### config.mk
export PLATFORM = sky130hd
export DESIGN_NAME = rst_tier_ctrl
export DESIGN_NICKNAME = d
export VERILOG_FILES = /design/src/rtl/rst_tier_pkg.sv /design/src/rtl/rst_tier_decode.sv /design/src/rtl/rst_tier_stretch.sv /design/src/rtl/rst_tier_sync.sv /design/src/rtl/rst_tier_ctrl.sv
export SDC_FILE = /design/constraint.sdc
export NUM_CORES = 1
export LEC_CHECK = 0
export BUFFER_PORTS_ARGS = -buffer_cell sky130_fd_sc_hd__buf_2
export CAP_MARGIN = 25
export CORE_AREA = 5 5 71 73
export CTS_CLUSTER_DIAMETER = 80
export DETAILED_ROUTE_END_ITERATION = 8
export DIE_AREA = 0 0 76 78
export PLACE_DENSITY = 0.76
export SLEW_MARGIN = 20
export SYNTH_ARGS = -nofsm -noshare
export SYNTH_HDL_FRONTEND = slang
export SYNTH_HIERARCHICAL = 1
export SYNTH_SLANG_ARGS = --single-unit
export TNS_END_PERCENT = 30
### constraint.sdc
create_clock -name clk -period 2.2 [get_ports clk]
set_clock_uncertainty 0.05 [all_clocks]
set_input_delay 0.44 -clock clk [delete_from_list [all_inputs] [get_ports clk]]
set_output_delay 0.44 -clock clk [all_outputs]
set_load 0.02 [all_outputs]
### src/rtl/rst_tier_pkg.sv
package rst_tier_pkg;

    // domain indices, in output vector order
    localparam int DOM_PHY1   = 0;
    localparam int DOM_PHY2   = 1;
    localparam int DOM_VPHY   = 2;
    localparam int DOM_HBI    = 3;
    localparam int DOM_HMAC   = 4;
    localparam int DOM_LOWCSR = 5;
    localparam int DOM_CORE   = 6;
    localparam int NDOM       = 7;

    // software request sources
    localparam int SRC_DIG  = 0;
    localparam int SRC_SOFT = 1;
    localparam int SRC_P1   = 2;
    localparam int SRC_P2   = 3;
    localparam int SRC_VP   = 4;
    localparam int NSRC     = 5;

    // bit positions inside the written registers
    localparam int RC_DIG_BIT  = 0;
    localparam int RC_P1_BIT   = 1;
    localparam int RC_P2_BIT   = 2;
    localparam int RC_VP_BIT   = 3;
    localparam int HW_SOFT_BIT = 0;
    localparam int BC_RST_BIT  = 15;
    localparam int PM_VP_BIT   = 10;

    typedef enum logic [2:0] {
        SEL_RSTCTL  = 3'd0,
        SEL_HWCFG   = 3'd1,
        SEL_P1_BC   = 3'd2,
        SEL_P2_BC   = 3'd3,
        SEL_VP_BC   = 3'd4,
        SEL_PMCTL   = 3'd5
    } reg_sel_e;

    // which domains a software source covers
    function automatic logic [NDOM-1:0] src_cover(input int src);
        logic [NDOM-1:0] m;
        m = '0;
        case (src)
            SRC_DIG: begin
                m[DOM_HBI] = 1'b1; m[DOM_HMAC] = 1'b1;
                m[DOM_LOWCSR] = 1'b1; m[DOM_CORE] = 1'b1;
            end
            SRC_SOFT: begin
                m[DOM_HBI] = 1'b1; m[DOM_HMAC] = 1'b1; m[DOM_LOWCSR] = 1'b1;
            end
            SRC_P1:  m[DOM_PHY1] = 1'b1;
            SRC_P2:  m[DOM_PHY2] = 1'b1;
            SRC_VP:  m[DOM_VPHY] = 1'b1;
            default: m = '0;
        endcase
        return m;
    endfunction

endpackage

### src/rtl/rst_tier_decode.sv
module rst_tier_decode
    import rst_tier_pkg::*;
#(
    parameter int DW = 16
) (
    input  logic          wr_en,
    input  logic [2:0]    wr_sel,
    input  logic [DW-1:0] wr_data,
    output logic [NSRC-1:0] trig
);
    logic unused_data;
    assign unused_data = ^wr_data;

    always_comb begin
        trig = '0;
        if (wr_en) begin
            case (wr_sel)
                SEL_RSTCTL: begin
                    trig[SRC_DIG] = wr_data[RC_DIG_BIT];
                    trig[SRC_P1]  = wr_data[RC_P1_BIT];
                    trig[SRC_P2]  = wr_data[RC_P2_BIT];
                    trig[SRC_VP]  = wr_data[RC_VP_BIT];
                end
                SEL_HWCFG: trig[SRC_SOFT] = wr_data[HW_SOFT_BIT];
                SEL_P1_BC: trig[SRC_P1]   = wr_data[BC_RST_BIT];
                SEL_P2_BC: trig[SRC_P2]   = wr_data[BC_RST_BIT];
                SEL_VP_BC: trig[SRC_VP]   = wr_data[BC_RST_BIT];
                SEL_PMCTL: trig[SRC_VP]   = wr_data[PM_VP_BIT];
                default:   trig = '0;
            endcase
        end
    end
endmodule

### src/rtl/rst_tier_stretch.sv
module rst_tier_stretch #(
    parameter int STRETCH = 16
) (
    input  logic clk,
    input  logic arst_n,
    input  logic trig,
    output logic busy
);
    localparam int CW = $clog2(STRETCH + 1);

    typedef struct packed {
        logic [CW-1:0] cnt;
    } st_t;

    st_t st_d, st_q;

    always_comb begin
        st_d = st_q;
        if (trig) begin
            st_d.cnt = CW'(STRETCH);
        end else if (st_q.cnt != '0) begin
            st_d.cnt = st_q.cnt - 1'b1;
        end
    end

    always_ff @(posedge clk or negedge arst_n) begin
        if (!arst_n) st_q <= '0;
        else         st_q <= st_d;
    end

    assign busy = (st_q.cnt != '0);
endmodule

### src/rtl/rst_tier_sync.sv
module rst_tier_sync #(
    parameter int STAGES = 2
) (
    input  logic clk,
    input  logic arst_n,
    input  logic hold,
    output logic rst_n_o
);
    typedef struct packed {
        logic [STAGES-1:0] sh;
    } st_t;

    st_t st_d, st_q;

    always_comb begin
        st_d = st_q;
        st_d.sh = {st_q.sh[STAGES-2:0], ~hold};
    end

    always_ff @(posedge clk or negedge arst_n) begin
        if (!arst_n) st_q <= '0;
        else         st_q <= st_d;
    end

    // assert from the request register at once, release via the chain
    assign rst_n_o = st_q.sh[STAGES-1] & ~hold;
endmodule

### src/rtl/rst_tier_ctrl.sv
module rst_tier_ctrl
    import rst_tier_pkg::*;
#(
    parameter int DW      = 16,
    parameter int STRETCH = 16,
    parameter int STAGES  = 2
) (
    input  logic          clk,
    input  logic          por_n,
    input  logic          ext_rst_n,
    input  logic          wr_en,
    input  logic [2:0]    wr_sel,
    input  logic [DW-1:0] wr_data,
    output logic [3:0]    rb_ctl,
    output logic          rb_soft,
    output logic          rst_phy1_n,
    output logic          rst_phy2_n,
    output logic          rst_vphy_n,
    output logic          rst_hbi_n,
    output logic          rst_hmac_n,
    output logic          rst_lowcsr_n,
    output logic          rst_core_n
);
    logic            arst_n;
    logic [NSRC-1:0] trig;
    logic [NSRC-1:0] busy;
    logic [NDOM-1:0] hold;
    logic [NDOM-1:0] dom_rst_n;

    assign arst_n = por_n & ext_rst_n;

    rst_tier_decode #(.DW(DW)) u_dec (
        .wr_en  (wr_en),
        .wr_sel (wr_sel),
        .wr_data(wr_data),
        .trig   (trig)
    );

    for (genvar s = 0; s < NSRC; s++) begin : g_src
        rst_tier_stretch #(.STRETCH(STRETCH)) u_str (
            .clk   (clk),
            .arst_n(arst_n),
            .trig  (trig[s]),
            .busy  (busy[s])
        );
    end

    for (genvar d = 0; d < NDOM; d++) begin : g_dom
        always_comb begin
            hold[d] = 1'b0;
            for (int s = 0; s < NSRC; s++) begin
                if (busy[s] && src_cover(s)[d]) hold[d] = 1'b1;
            end
        end

        rst_tier_sync #(.STAGES(STAGES)) u_sync (
            .clk    (clk),
            .arst_n (arst_n),
            .hold   (hold[d]),
            .rst_n_o(dom_rst_n[d])
        );
    end

    assign rb_ctl  = {busy[SRC_VP], busy[SRC_P2], busy[SRC_P1], busy[SRC_DIG]};
    assign rb_soft = busy[SRC_SOFT];

    assign rst_phy1_n   = dom_rst_n[DOM_PHY1];
    assign rst_phy2_n   = dom_rst_n[DOM_PHY2];
    assign rst_vphy_n   = dom_rst_n[DOM_VPHY];
    assign rst_hbi_n    = dom_rst_n[DOM_HBI];
    assign rst_hmac_n   = dom_rst_n[DOM_HMAC];
    assign rst_lowcsr_n = dom_rst_n[DOM_LOWCSR];
    assign rst_core_n   = dom_rst_n[DOM_CORE];
endmodule

# ---- Word level (Yosys, flattened, before mapping)
# Index checks and enable logic that the tools add are counted.
dict set report classes {
  addsub 5
  n_mul 0
  n_div 0
  magnitude_cmp 0
  eq_ne 5
  shifts 0
  mux 21
  bitwise 13
  reduce_logical 11
}
# operator n
set ops {}
lappend ops {{$mux W5} 11}
lappend ops {{$reduce_bool A5 Y1} 5}
lappend ops {{$sub A5 B1 Y5 const B} 5}
lappend ops {{$reduce_bool A2 Y1} 5}
lappend ops {{$and A1 B1 Y1} 8}
lappend ops {{$mux W1} 7}
lappend ops {{$eq A3 B2 Y1 const B} 2}
lappend ops {{$eq A3 B3 Y1 const B} 2}
lappend ops {{$not A1 Y1} 5}
lappend ops {{$pmux W1 S2} 2}
lappend ops {{$eq A3 B1 Y1 const B} 1}
lappend ops {{$logic_not A3 Y1} 1}
lappend ops {{$pmux W1 S3} 1}
dict set report totals {
  regBits 39
  latchBits 0
  ramBits 0
  rom_bits 0
  input_bits 23
  memories 0
}

# ---- Logic depth before layout (Yosys ltp)
# Gate-level depths: netlist (run 1).
dict set report logic_depth {
  word_depth 5
  mapped_depth 6
}

# ---- Cells and area by module
# The synthesis (run 1) kept the hierarchy.
# mod instances cells_each area_per_inst_um2 seq_area_each_um2
set modules_own_cells {}
lappend modules_own_cells {rst_tier_stretch 5 25 261.5 125.1}
lappend modules_own_cells {rst_tier_sync 7 4 60.1 50.0}
lappend modules_own_cells {rst_tier_decode 1 15 95.1 0.0}
lappend modules_own_cells {rst_tier_ctrl 1 6 42.5 0.0}

# ---- Worst setup path after synthesis (run 1)
# OpenSTA, ideal clock, no wires.
dict set report synth_timing {
  path_type {reg2out}
  start {reg g_src[1].u_str/st_q[0] (netlist name)}
  end {out rst_hbi_n}
  arrival_time_ps 1857
  required_time_ps 1710
  slack_ps -147
  stages_incl_launch_ff 7
  path_buffers 1
  path_cell_list {dfrtp_1 > inv_1 > ha_1 > or4b_4 > buf_6 > or2_1 > nor2b_1}
}
dict set report synth_between {
  elab_chain_len 4
}
# element line_no
set synth_rtl {}
lappend synth_rtl {{start: declaration} rst_tier_stretch.sv:15} ;# st_t st_d, st_q;
lappend synth_rtl {{start signal: assignment} rst_tier_stretch.sv:28} ;# else st_q <= st_d;
lappend synth_rtl {{$reduce_bool A5 Y1} rst_tier_stretch.sv:31} ;# assign busy = (st_q.cnt != '0);
lappend synth_rtl {{via rb_soft} rst_tier_ctrl.sv:15} ;# output logic rb_soft,
lappend synth_rtl {{$mux W1} rst_tier_ctrl.sv:52} ;# if (busy[s] && src_cover(s)[d]) hold[d] = 1'b1;
lappend synth_rtl {{via hold[3]} rst_tier_ctrl.sv:27} ;# logic [NDOM-1:0] hold;
lappend synth_rtl {{$not A1 Y1} rst_tier_sync.sv:26} ;# assign rst_n_o = st_q.sh[STAGES-1] & ~hold;
lappend synth_rtl {{$and A1 B1 Y1} rst_tier_sync.sv:26}
lappend synth_rtl {{end: declaration} rst_tier_ctrl.sv:19} ;# output logic rst_hbi_n,
# The timed path passes the listed nets, and every way through them passes these cells.

# ---- Worst setup path in the final report (run 1)
dict set report layout_timing {
  start {reg g_src[1].u_str/st_q[1] (netlist name)}
  end {out rst_hbi_n}
}
dict set report layout_between {
  elab_chain_len 4
}
# element line_no
set layout_rtl {}
lappend layout_rtl {{$reduce_bool A5 Y1} rst_tier_stretch.sv:31}
lappend layout_rtl {{$mux W1} rst_tier_ctrl.sv:52}
lappend layout_rtl {{via hold[3]} rst_tier_ctrl.sv:27}
lappend layout_rtl {{$not A1 Y1} rst_tier_sync.sv:26}
lappend layout_rtl {{$and A1 B1 Y1} rst_tier_sync.sv:26}
# The timed path passes the listed nets, and every way through them passes these cells.

==> key figures, run 1 <==
Timing
  – Post-layout min period: between 2 and 2.5 ns
  – Final Hold Viols: 0
  – RSZ-0062 raised after global routing: true
  – Final Cycle Share: 109%
  – Setup violators final: 5
  – Worst slew pin tran: 0.645 ns
  – F_max: between 400 and 500 MHz
  – Setup WS post-layout: -0.191 ns
  – Max-slew headroom: 56.9%
  – Slew Viols, Final: 0
  – Hold slack: 0.254 ns

GRT
  – GRT Util Overall: between 10% and 20%
  – Largest net degree at the start of global routing: 40
  – First-pass GRT wire length: between 5 and 6 mm
  – Antenna violations before repair: 0
  – Number of global-route vias before repair: between 1,000 and 1,500
  – Gr ovfl total: 0

Synth
  – Mux cell area share after synthesis: roughly 1.1%
  – Main combinational cell family by area after synthesis: simple AND/OR/NAND/NOR gates
  – Syn nets: ~200
  – YS warnings: 6
  – Adder and majority gate portion of the synthesized area: 3.35%
  – Yosys reg bits: 39
  – Syn Area/Cell: between 10 and 15 um2
  – Post-Synthesis Cells: roughly 170
  – Compound-Gate Fraction of Synth Area: 11.7%
  – Register area share after synthesis: between 50% and 60%
  – Post-synthesis simple-gate area fraction: between 10% and 20%
  – Synth cell types: 26
  – Synth Area in XOR/XNOR: between 2 and 2.5%
  – Synthesized cell area: between 1500 and 2000 um2

Floorplan
  – Chip width: roughly 76 um
  – Top-Level Pins: 35
  – Core Rows: 24
  – Initial core utilization: 43.4%
  – Die area: 5930 um2
  – Die Y: 78 um
  – Core area: 4290 um2

Drt
  – Vias: around 1,300
  – Routed WL: about 3.2 mm
  – Iter 0 DRT Violations: 60
  – TritonRoute pass-1 iters: 4
  – Antenna Violating Nets Remaining: 0
  – Drt via density: just under 5
  – Routed len/inst: roughly 12 um
  – Drt drc: 0

Placement
  – DP Wirelength: 2.28 mm
  – Placed Cells incl. Taps: between 200 and 250
  – Routability Congestion: ~0.72
  – # port buffers: 24

Critical path
  – WS Path Type: reg -> out
  – CP max FO: 4
  – CP endpoint kind: output port
  – Required @ worst endpoint: ~1.7 ns
  – Slowest-stage cell, CP: or4b_4
  – Worst Path Arrival: 1.90 ns
  – Largest stage delay, worst path: approximately 0.45 ns
  – Worst path cell trace: inv_1 -> ha_2 -> or4b_4 -> or2_4 -> nor2b_4 -> buf_6
  – Crit start category: flip-flop

Clock network
  – Cts bufs inserted: 5
  – Clock buffer depth: 2
  – CTS tree: yes
  – Clock Sink Count: 39
  – Clock Latency Late Sink: between 0.2 and 0.3 ns
  – Root buffer cell: clkbuf_8
  – Clk slew on worst S/H paths: around 0.07 ns
  – H-Tree Depth: 2

Pwr
  – Leakage power: roughly 1.1 nW
  – P per Cell Area: approximately 1300 nW/um2
  – Power, Total: ~3 mW
  – Peak supply drop: about 0.49 mV

Hold path
  – Hold crit path type: in -> async

Layout
  – Final nets: roughly 240
  – Non-Filler Instances: 260
  – N_diodes: 0
  – Area delta synth->final: 21.7%
  – Layout cells sized above 1: about a third

Status
  – Violated checks: negative setup slack
  – Status: finished, violations left

Job
  – Max-cap violations: 0
[final cells by class]
type                            count  area (um2)
Tap cell                           52        65.1
Inverter                           25        93.8
Sequential cell                    39         976
Timing Repair Buffer               36         255
Clock buffer                        6        72.6
Fill cell                         393        2020
Clock inverter                      1        30.0
Multi-Input combinational cell    101         778
[per-layer routing]
layer / track usage [%] / up-vias / wire [um]
met2: 19.6 / 20 / 1550
li1: - / 631 / -
met1: 12.6 / 602 / 1410
met4: 6.94 / 0 / 88
met3: 3.94 / 8 / 131
met5: 0 / - / 0
[cells in the final DEF, fill, tap and decap left out, types with 6 or more instances in the layout]
cell      n
a21oi_1  12
buf_2    15
buf_4    15
buf_6     6
dfrtp_1  39
inv_1    19
inv_2     6
nand2_1  11
nor2_1   16
[logic make-up after synthesis]
kind of cell	after synthesis
buffers and inverters	34
adders and majority gates	5
muxes	2
and+or+nand+nor	61
AOI/OAI and AO/OA	28
DFF	39
xor gates and xnor gates	5
[critical path, delay by kind of cell (launching register included)]
family | cells | cell delay [ns]
flip-flops | 1 | 0.39
AND/OR/NAND/NOR | 3 | 0.88
buffers and inverters | 2 | 0.18
adder cells (fa/ha/maj) | 1 | 0.16
[where the power goes]
part           internal, mW  switching, mW  total [mW]
logic                 0.677          0.551        1.23
registers              1.00          0.206        1.21
clock network         0.332          0.232       0.564
total                  2.01          0.990        3.00
[Yosys cell counts, drive strengths merged]
master	count	area share, %
dfrtp	39	52
inv	25	5.0
nor2	16	3.2
a21oi	12	3.2
nand2	11	2.2
buf	9	4.6
nor2b	7	2.3
a211o	5	2.3
a211oi	5	3.4
a21o	5	2.0
ha	5	3.4
nand3b	5	2.0
or2b	5	2.0
or3	5	1.7
or4b	5	3.7
xnor2	5	2.3
mux2i	2	1.1
a2111oi	1	0.80
and2	1	0.34
nand2b	1	0.34
nand3	1	0.27
nor3	1	0.27
nor4	1	0.34
nor4b	1	0.47
or2	1	0.34
[flip-flops by register name, summed over array words and instances (netlist names)]
name and flops:
g_src.u_str/st_q 25, g_dom.u_sync/st_q 14
[path summary, 6_finish.rpt]
path                            slack (ns)                      end                     from  depth (start not counted)
worst max-delay path                 -0.19                rst_hbi_n   g_src[1].u_str/st_q[1]                          6
worst max register to register        0.53  g_dom[4].u_sync/st_q[0]   g_src[1].u_str/st_q[1]                          6
worst min-delay path                  0.25   g_src[4].u_str/st_q[0]                ext_rst_n                          3
min in group clk                      0.30  g_dom[1].u_sync/st_q[1]  g_dom[1].u_sync/st_q[0]                          0
max in group asynchronous             1.51   g_src[1].u_str/st_q[0]                    por_n                          3
worst min register to register        0.30  g_dom[1].u_sync/st_q[1]  g_dom[1].u_sync/st_q[0]                          0
[through the flow]
| stage | util (%) | worst slack [ns] | setup TNS, ns | area, um2 |
|---|---|---|---|---|
| finish | 52.9 | -0.191 | -0.658 | 2270 |
| global route | 52.9 | -0.261 | -1.26 | 2270 |
| CTS | 52.6 | -0.205 | -0.722 | 2260 |
| detailed placement | 47.8 | 0.0477 | 0 | 2050 |
| global placement | 47.8 | 0.0687 | 0 | 2050 |
| floorplan | - | 0.00870 | 0 | 1890 |
[what timing repair did]
action / 4_1_cts / 5_1_grt
gates resized for setup: 24 / 4
endpoints found under the hold margin: 0 / 0
pin swaps: 4 / 2
buffers inserted: 4 / 0
setup endpoints to repair: 12 / 11
hold buffers: 0 / 0
Note: power is estimated with default switching activity, not from simulation.
==> inputs of run 2 (changes only) <==
- SKIP_LAST_GASP: unset -> 1
==> run 2 against run 1 <==
Net effect: the flow still finishes with violations (negative setup slack); largest cell class unchanged; setup slack gained 0.0037 ns; clock-buffer cell count is the same; highest routed layer unchanged; routed wire length shrank 2.5%.
==> key figures, run 2 (synthesis gave the netlist of run 1 again) <==
Timing
  – F_max: 419 MHz (+0.16%)
  – Setup TNS: -0.967 ns (-0.310 ns)
  – Worst slew pin tran: 0.645 ns (-0.000906 ns)
  – Hold slack: 0.253 ns (-0.000634 ns)
  – Setup WS post-layout: -0.188 ns (+0.00374 ns)
  – Final Cycle Share: 109% (-0.17 points)
  – Max-slew headroom: 56.9% (+0.060 points)
  – RSZ-0062 raised after global routing: true
  – Setup violators final: 8 (+3)
  – Slew Viols, Final: 0 (unchanged)
  – Final Hold Viols: 0 (unchanged)
  – Post-layout min period: 2.39 ns (-0.00374 ns)

GRT
  – GRT Util Overall: 11.4% (-0.20 points)
  – Gr ovfl total: 0 (unchanged)
  – First-pass GRT wire length: 5.40 mm (-2.0%)
  – Number of global-route vias before repair: 1,258 (-3.4%)
  – Antenna violations before repair: 0 (unchanged)
  – Largest net degree at the start of global routing: 40 (unchanged)

Critical path
  – WS Path Type: reg -> out
  – R2R depth: 6 (unchanged)
  – R2r setup slk: 0.50 ns (-0.03 ns)
  – Top delay family on crit path: simple AND/OR/NAND/NOR gates
  – Critical path depth: 6 (unchanged)
  – CP endpoint kind: output port
  – Slowest-stage cell, CP: or4b_4
  – Worst path cell trace: inv_1 -> ha_2 -> or4b_4 -> or2_4 -> nor2b_4 -> buf_6
  – CP max FO: 4 (unchanged)
  – Buffers & Inverters on Critical Path: 2 (unchanged)
  – Required @ worst endpoint: 1.71 ns (about the same)
  – Crit start category: flip-flop
  – Worst Path Arrival: 1.90 ns (about the same)
  – Largest stage delay, worst path: 0.45 ns (about the same)

Clock network
  – CTS tree: yes
  – Clock Latency Late Sink: 0.29 ns (about the same)
  – Clock Sink Count: 39 (unchanged)
  – Root buffer cell: clkbuf_8
  – Clk slew on worst S/H paths: 0.07 ns (about the same)
  – Clock buffer depth: 2 (unchanged)
  – H-Tree Depth: 2 (unchanged)
  – Cts bufs inserted: 5 (unchanged)
  – # hold bufs at CTS: 0 (unchanged)

Drt
  – Drt drc: 0 (unchanged)
  – Vias: 1,254 (-0.56%)
  – Antenna Violating Nets Remaining: 0 (unchanged)
  – Routed WL: 3.10 mm (-2.5%)
  – Routed len/inst: 11.9 um (-2.5%)
  – Iter 0 DRT Violations: 52 (-13%)
  – Drt via density: 4.82 (-0.56%)
  – TritonRoute pass-1 iters: 4 (unchanged)

Layout
  – Final design instance area without fill: 2200 um2 (-2.9%)
  – Top Registers: g_src.u_str/st_q x25, g_dom.u_sync/st_q x14
  – Top reg by flops: g_src.u_str/st_q
  – Final nets: 236 (unchanged)
  – Largest register FFs: 25 (unchanged)
  – N_diodes: 0 (unchanged)
  – Commonest non-fill, non-tap cell in the layout: dfrtp_1
  – Non-Filler Instances: 260 (unchanged)
  – Final core occ: 51.3% (-1.5 points)
  – Area delta synth->final: 18.2%
  – Most frequent cells in the layout: dfrtp_1 (39), inv_1 (25), buf_2 (21)
  – Layout cells sized above 1: 28.4% (-4.8 points)

Floorplan
  – Top-Level Pins: 35 (unchanged)
  – Core Rows: 24 (unchanged)
  – Initial core utilization: 43.4% (unchanged)
  – Core area: 4290 um2 (unchanged)
  – Die area: 5930 um2 (unchanged)
  – Chip width: 76 um (unchanged)
  – Die Y: 78 um (unchanged)

Status
  – Status: finished, violations left
  – Violated checks: negative setup slack

Hold path
  – Hold crit path type: in -> async

Pwr
  – Power, Total: 2.87 mW (-4.3%)
  – Peak supply drop: 0.483 mV (-2.1%)
  – P per Cell Area: 1300 nW/um2 (-1.4%)
  – Leakage power: 1.14 nW (-0.13%)

Placement
  – Placed cell area: 2050 um2 (unchanged)
  – Placed Cells incl. Taps: 249 (unchanged)
  – # port buffers: 24 (unchanged)
  – Routability Congestion: 0.718 (unchanged)
  – DP Wirelength: 2.28 mm (unchanged)
  – Setup slack at placement: 0.0477 ns (unchanged)

Job
  – Max-cap violations: 0 (unchanged)
==> run 2: cell count changes in the layout (fill, tap and decap cells not counted) <==
cell,previous run,this run
buf_2,15,21
buf_4,15,12
buf_6,6,3
ha_1,1,4
ha_4,3,0
inv_1,19,25
inv_2,6,0
nor2b_1,3,4
nor2b_2,1,0
==> run 2: worst paths after layout <==
path / end / startpoint
setup / recovery: rst_hbi_n / g_src[1].u_str/st_q[1]
hold / removal: g_src[4].u_str/st_q[0] / ext_rst_n
setup reg to reg: g_src[3].u_str/st_q[0] / g_src[3].u_str/st_q[0]
hold reg to reg: g_dom[1].u_sync/st_q[1] / g_dom[1].u_sync/st_q[0]
max in group asynchronous: g_src[1].u_str/st_q[0] / por_n
min in group clk: g_dom[1].u_sync/st_q[1] / g_dom[1].u_sync/st_q[0]
==> run 2: cell type report <==
type | instances | area [um2]
inverter | 25 | 93.8
fill | 403 | 2090
clock inverter | 1 | 30.0
sequential | 39 | 976
multi-input combinational | 101 | 738
tap | 52 | 65.1
clock buffer | 6 | 72.6
timing repair buffer | 36 | 229
==> run 2: worst reg2reg max path: cells and delay by family (launching register included) <==
| family | cells | cell delay (ns) |
|---|---|---|
| AND/OR/NAND/NOR | 2 | 0.53 |
| XOR/XNOR | 1 | 0.14 |
| adder cells (fa/ha/maj) | 1 | 0.22 |
| flip-flops | 1 | 0.40 |
| buffers and inverters | 2 | 0.24 |
==> run 2: routing by layer <==
layer	global-route usage, %	routed length [um]	part of all wire [%]
met1	12.8	1380	44
met4	6.94	88	2.8
met2	18.7	1510	49
met3	3.94	128	4.1
met5	0	0	0
==> run 2: timing repair <==
action | CTS | global route
gates resized for setup | 6 | 0
pin swaps | 1 | 1
setup buffers | 4 | 0
endpoints found under the setup margin | 12 | 12
==> run 2: report_power, final <==
group / switching (mW) / leakage (nW) / internal (mW)
combinational: 0.510 / 0.586 / 0.600
clock: 0.231 / 0.0513 / 0.332
sequential: 0.196 / 0.507 / 1.00
total: 0.937 / 1.14 / 1.93
==> inputs of run 3 (changes only) <==
- RECOVER_POWER: unset -> 50
==> run 3 against run 2 <==
Net effect: the run still ends with negative setup slack left; global-route usage unchanged; clock power is essentially flat; non-clock buffer count stayed put; critical path type unchanged; largest cell class unchanged.
==> key figures, run 3 (synthesis gave the netlist of run 1 again) <==
Job
  – Max-cap violations: 0 (unchanged)

Layout
  – Final nets: 236 (unchanged)
  – Final design instance area without fill: 2200 um2 (-0.11%)
  – Top Registers: g_src.u_str/st_q x25, g_dom.u_sync/st_q x14
  – Most frequent cells in the layout: dfrtp_1 (39), inv_1 (25), buf_2 (21)
  – N_diodes: 0 (unchanged)
  – Layout cells sized above 1: 28.4% (unchanged)
  – Area delta synth->final: 18.0%
  – Non-Filler Instances: 260 (unchanged)
  – Commonest non-fill, non-tap cell in the layout: dfrtp_1
  – Fillers: 404 (+0.25%)
  – Largest register FFs: 25 (unchanged)
  – Top reg by flops: g_src.u_str/st_q

Drt
  – Antenna Violating Nets Remaining: 0 (unchanged)
  – Drt via density: 4.84 (+0.32%)
  – Routed len/inst: 11.9 um (about the same)
  – Vias: 1,258 (+0.32%)
  – Drt drc: 0 (unchanged)
  – Routed WL: 3.10 mm (about the same)
  – TritonRoute pass-1 iters: 4 (unchanged)
  – Iter 0 DRT Violations: 52 (unchanged)

Clock network
  – Clk slew on worst S/H paths: 0.07 ns (about the same)
  – Root buffer cell: clkbuf_8
  – CTS tree: yes
  – Clock Sink Count: 39 (unchanged)
  – Clock Latency Late Sink: 0.29 ns (about the same)
  – Clock buffer depth: 2 (unchanged)
  – H-Tree Depth: 2 (unchanged)
  – Cts bufs inserted: 5 (unchanged)

GRT
  – GRT Util Overall: 11.4% (unchanged)
  – First-pass GRT wire length: 5.40 mm (unchanged)
  – Largest net degree at the start of global routing: 40 (unchanged)
  – Antenna violations before repair: 0 (unchanged)
  – Gr ovfl total: 0 (unchanged)
  – Number of global-route vias before repair: 1,258 (unchanged)

Floorplan
  – Initial core utilization: 43.4% (unchanged)
  – Die Y: 78 um (unchanged)
  – Core area: 4290 um2 (unchanged)
  – Die area: 5930 um2 (unchanged)
  – Chip width: 76 um (unchanged)
  – Top-Level Pins: 35 (unchanged)
  – Core Rows: 24 (unchanged)

Pwr
  – Sw Share: 32.6% (about the same)
  – Clock power frac: 19.6% (about the same)
  – Reported net switching power: 0.937 mW (about the same)
  – Reg power frac: 41.8% (about the same)
  – P per Cell Area: 1300 nW/um2 (about the same)
  – Internal: 1.93 mW (about the same)
  – Combinational power share: 38.6% (about the same)
  – Leakage power: 1.14 nW (about the same)
  – Peak supply drop: 0.483 mV (about the same)

Placement
  – Routability Congestion: 0.718 (unchanged)
  – # port buffers: 24 (unchanged)
  – DP Wirelength: 2.28 mm (unchanged)
  – Placed cell area: 2050 um2 (unchanged)
  – Placed Cells incl. Taps: 249 (unchanged)

Critical path
  – Reg-to-reg critical path endpoint: g_src[3].u_str/st_q[0]
  – Crit start category: flip-flop
  – Worst Path Arrival: 1.90 ns (about the same)
  – WS Path Type: reg -> out
  – Slowest-stage cell, CP: or4b_4
  – Required @ worst endpoint: 1.71 ns (about the same)
  – R2R depth: 6 (unchanged)
  – Worst path cell trace: inv_1 -> ha_2 -> or4b_4 -> or2_4 -> nor2b_4 -> buf_6
  – CP max FO: 4 (unchanged)
  – R2r setup slk: 0.50 ns (about the same)
  – CP endpoint kind: output port
  – Buffers & Inverters on Critical Path: 2 (unchanged)
  – Largest stage delay, worst path: 0.45 ns (about the same)
  – R2r startpoint: g_src[3].u_str/st_q[0]
  – Top delay family on crit path: simple AND/OR/NAND/NOR gates

Status
  – Status: finished, violations left
  – Violated checks: negative setup slack

Timing
  – F_max: 419 MHz (about the same)
  – Max-slew headroom: 37.7% (-19 points)
  – RSZ-0062 raised after global routing: true
  – Final Hold Viols: 0 (unchanged)
  – Setup WS post-layout: -0.187 ns (+0.000480 ns)
  – Post-layout min period: 2.39 ns (-0.000480 ns)
  – Slew Viols, Final: 0 (unchanged)
  – Worst slew pin tran: 0.935 ns (+0.290 ns)
  – Setup violators final: 8 (unchanged)
  – Final Cycle Share: 109% (about the same)

Hold path
  – Hold crit path type: reg -> reg
  – Hold Path Depth: 0
  – Hold Startpoint: g_dom[1].u_sync/st_q[0]
  – Hold endpoint: g_dom[1].u_sync/st_q[1]
run 3: how the worst max path moves through the flow:
stage / slack [ns] / depth (start not counted) / startpoint / endpoint
after floorplan: 0.009 / 6 / g_src[1].u_str/st_q[0] / rst_hbi_n
after global placement: 0.07 / 6 / g_src[1].u_str/st_q[0] / rst_lowcsr_n
after detailed placement: 0.05 / 6 / g_src[1].u_str/st_q[0] / rst_hbi_n
after CTS: -0.21 / 6 / g_src[0].u_str/st_q[0] / rst_hbi_n
after global routing: -0.26 / 6 / g_src[1].u_str/st_q[1] / rst_hbi_n
final: -0.19 / 6 / g_src[1].u_str/st_q[1] / rst_hbi_n
run 3: per-stage QoR:
stage / TNS, ns / power, mW / util, % / setup slack (ns) / hold slack (ns)
floorplan: 0 / 2.12 / - / 0.00870 / 0.281
global placement: 0 / 2.24 / 47.8 / 0.0687 / 0.282
detailed placement: 0 / 2.30 / 47.8 / 0.0477 / 0.285
CTS: -1.13 / 2.92 / 51.3 / -0.205 / 0.268
global route: -1.95 / 3.10 / 51.3 / -0.261 / 0.306
finish: -0.964 / 2.87 / 51.3 / -0.187 / 0.300
run 3: per-layer routing:
layer | global-route usage [%] | up-vias | share of wire, %
met2 | 18.7 | 18 | 49
met4 | 6.94 | 0 | 2.8
li1 | - | 636 | -
met1 | 12.8 | 596 | 44
met3 | 3.94 | 8 | 4.1
met5 | 0 | - | 0
run 3: layout make-up:
class | count | area (um2) | area share [%]
flip-flops and latches | 39 | 976 | 44.3
multi-input cells | 101 | 738 | 33.5
repair buffers | 36 | 226 | 10.3
inverters | 25 | 93.8 | 4.26
clock buffers | 6 | 72.6 | 3.30
well taps | 52 | 65.1 | 2.95
clock inverters | 1 | 30.0 | 1.36
run 3: repair_timing:
| item | CTS | global route |
|---|---|---|
| hold buffers | 0 | 0 |
| resized for setup | 6 | 0 |
| endpoints found under the setup margin | 12 | 12 |
| cloned | 0 | 0 |
| setup buffers | 4 | 0 |
| pin swaps | 1 | 1 |
run 3: power groups by stage:
| stage | Combinational (mW) | Sequential [mW] | Clock, mW |
|---|---|---|---|
| 3_3_place_gp | 1.03 | 1.21 | 0 |
| 2_1_floorplan | 0.952 | 1.17 | 0 |
| 3_5_place_dp | 1.07 | 1.23 | 0 |
| 5_1_grt | 1.25 | 1.24 | 0.609 |
| 6_report | 1.11 | 1.20 | 0.563 |
| 4_1_cts | 1.13 | 1.20 | 0.588 |
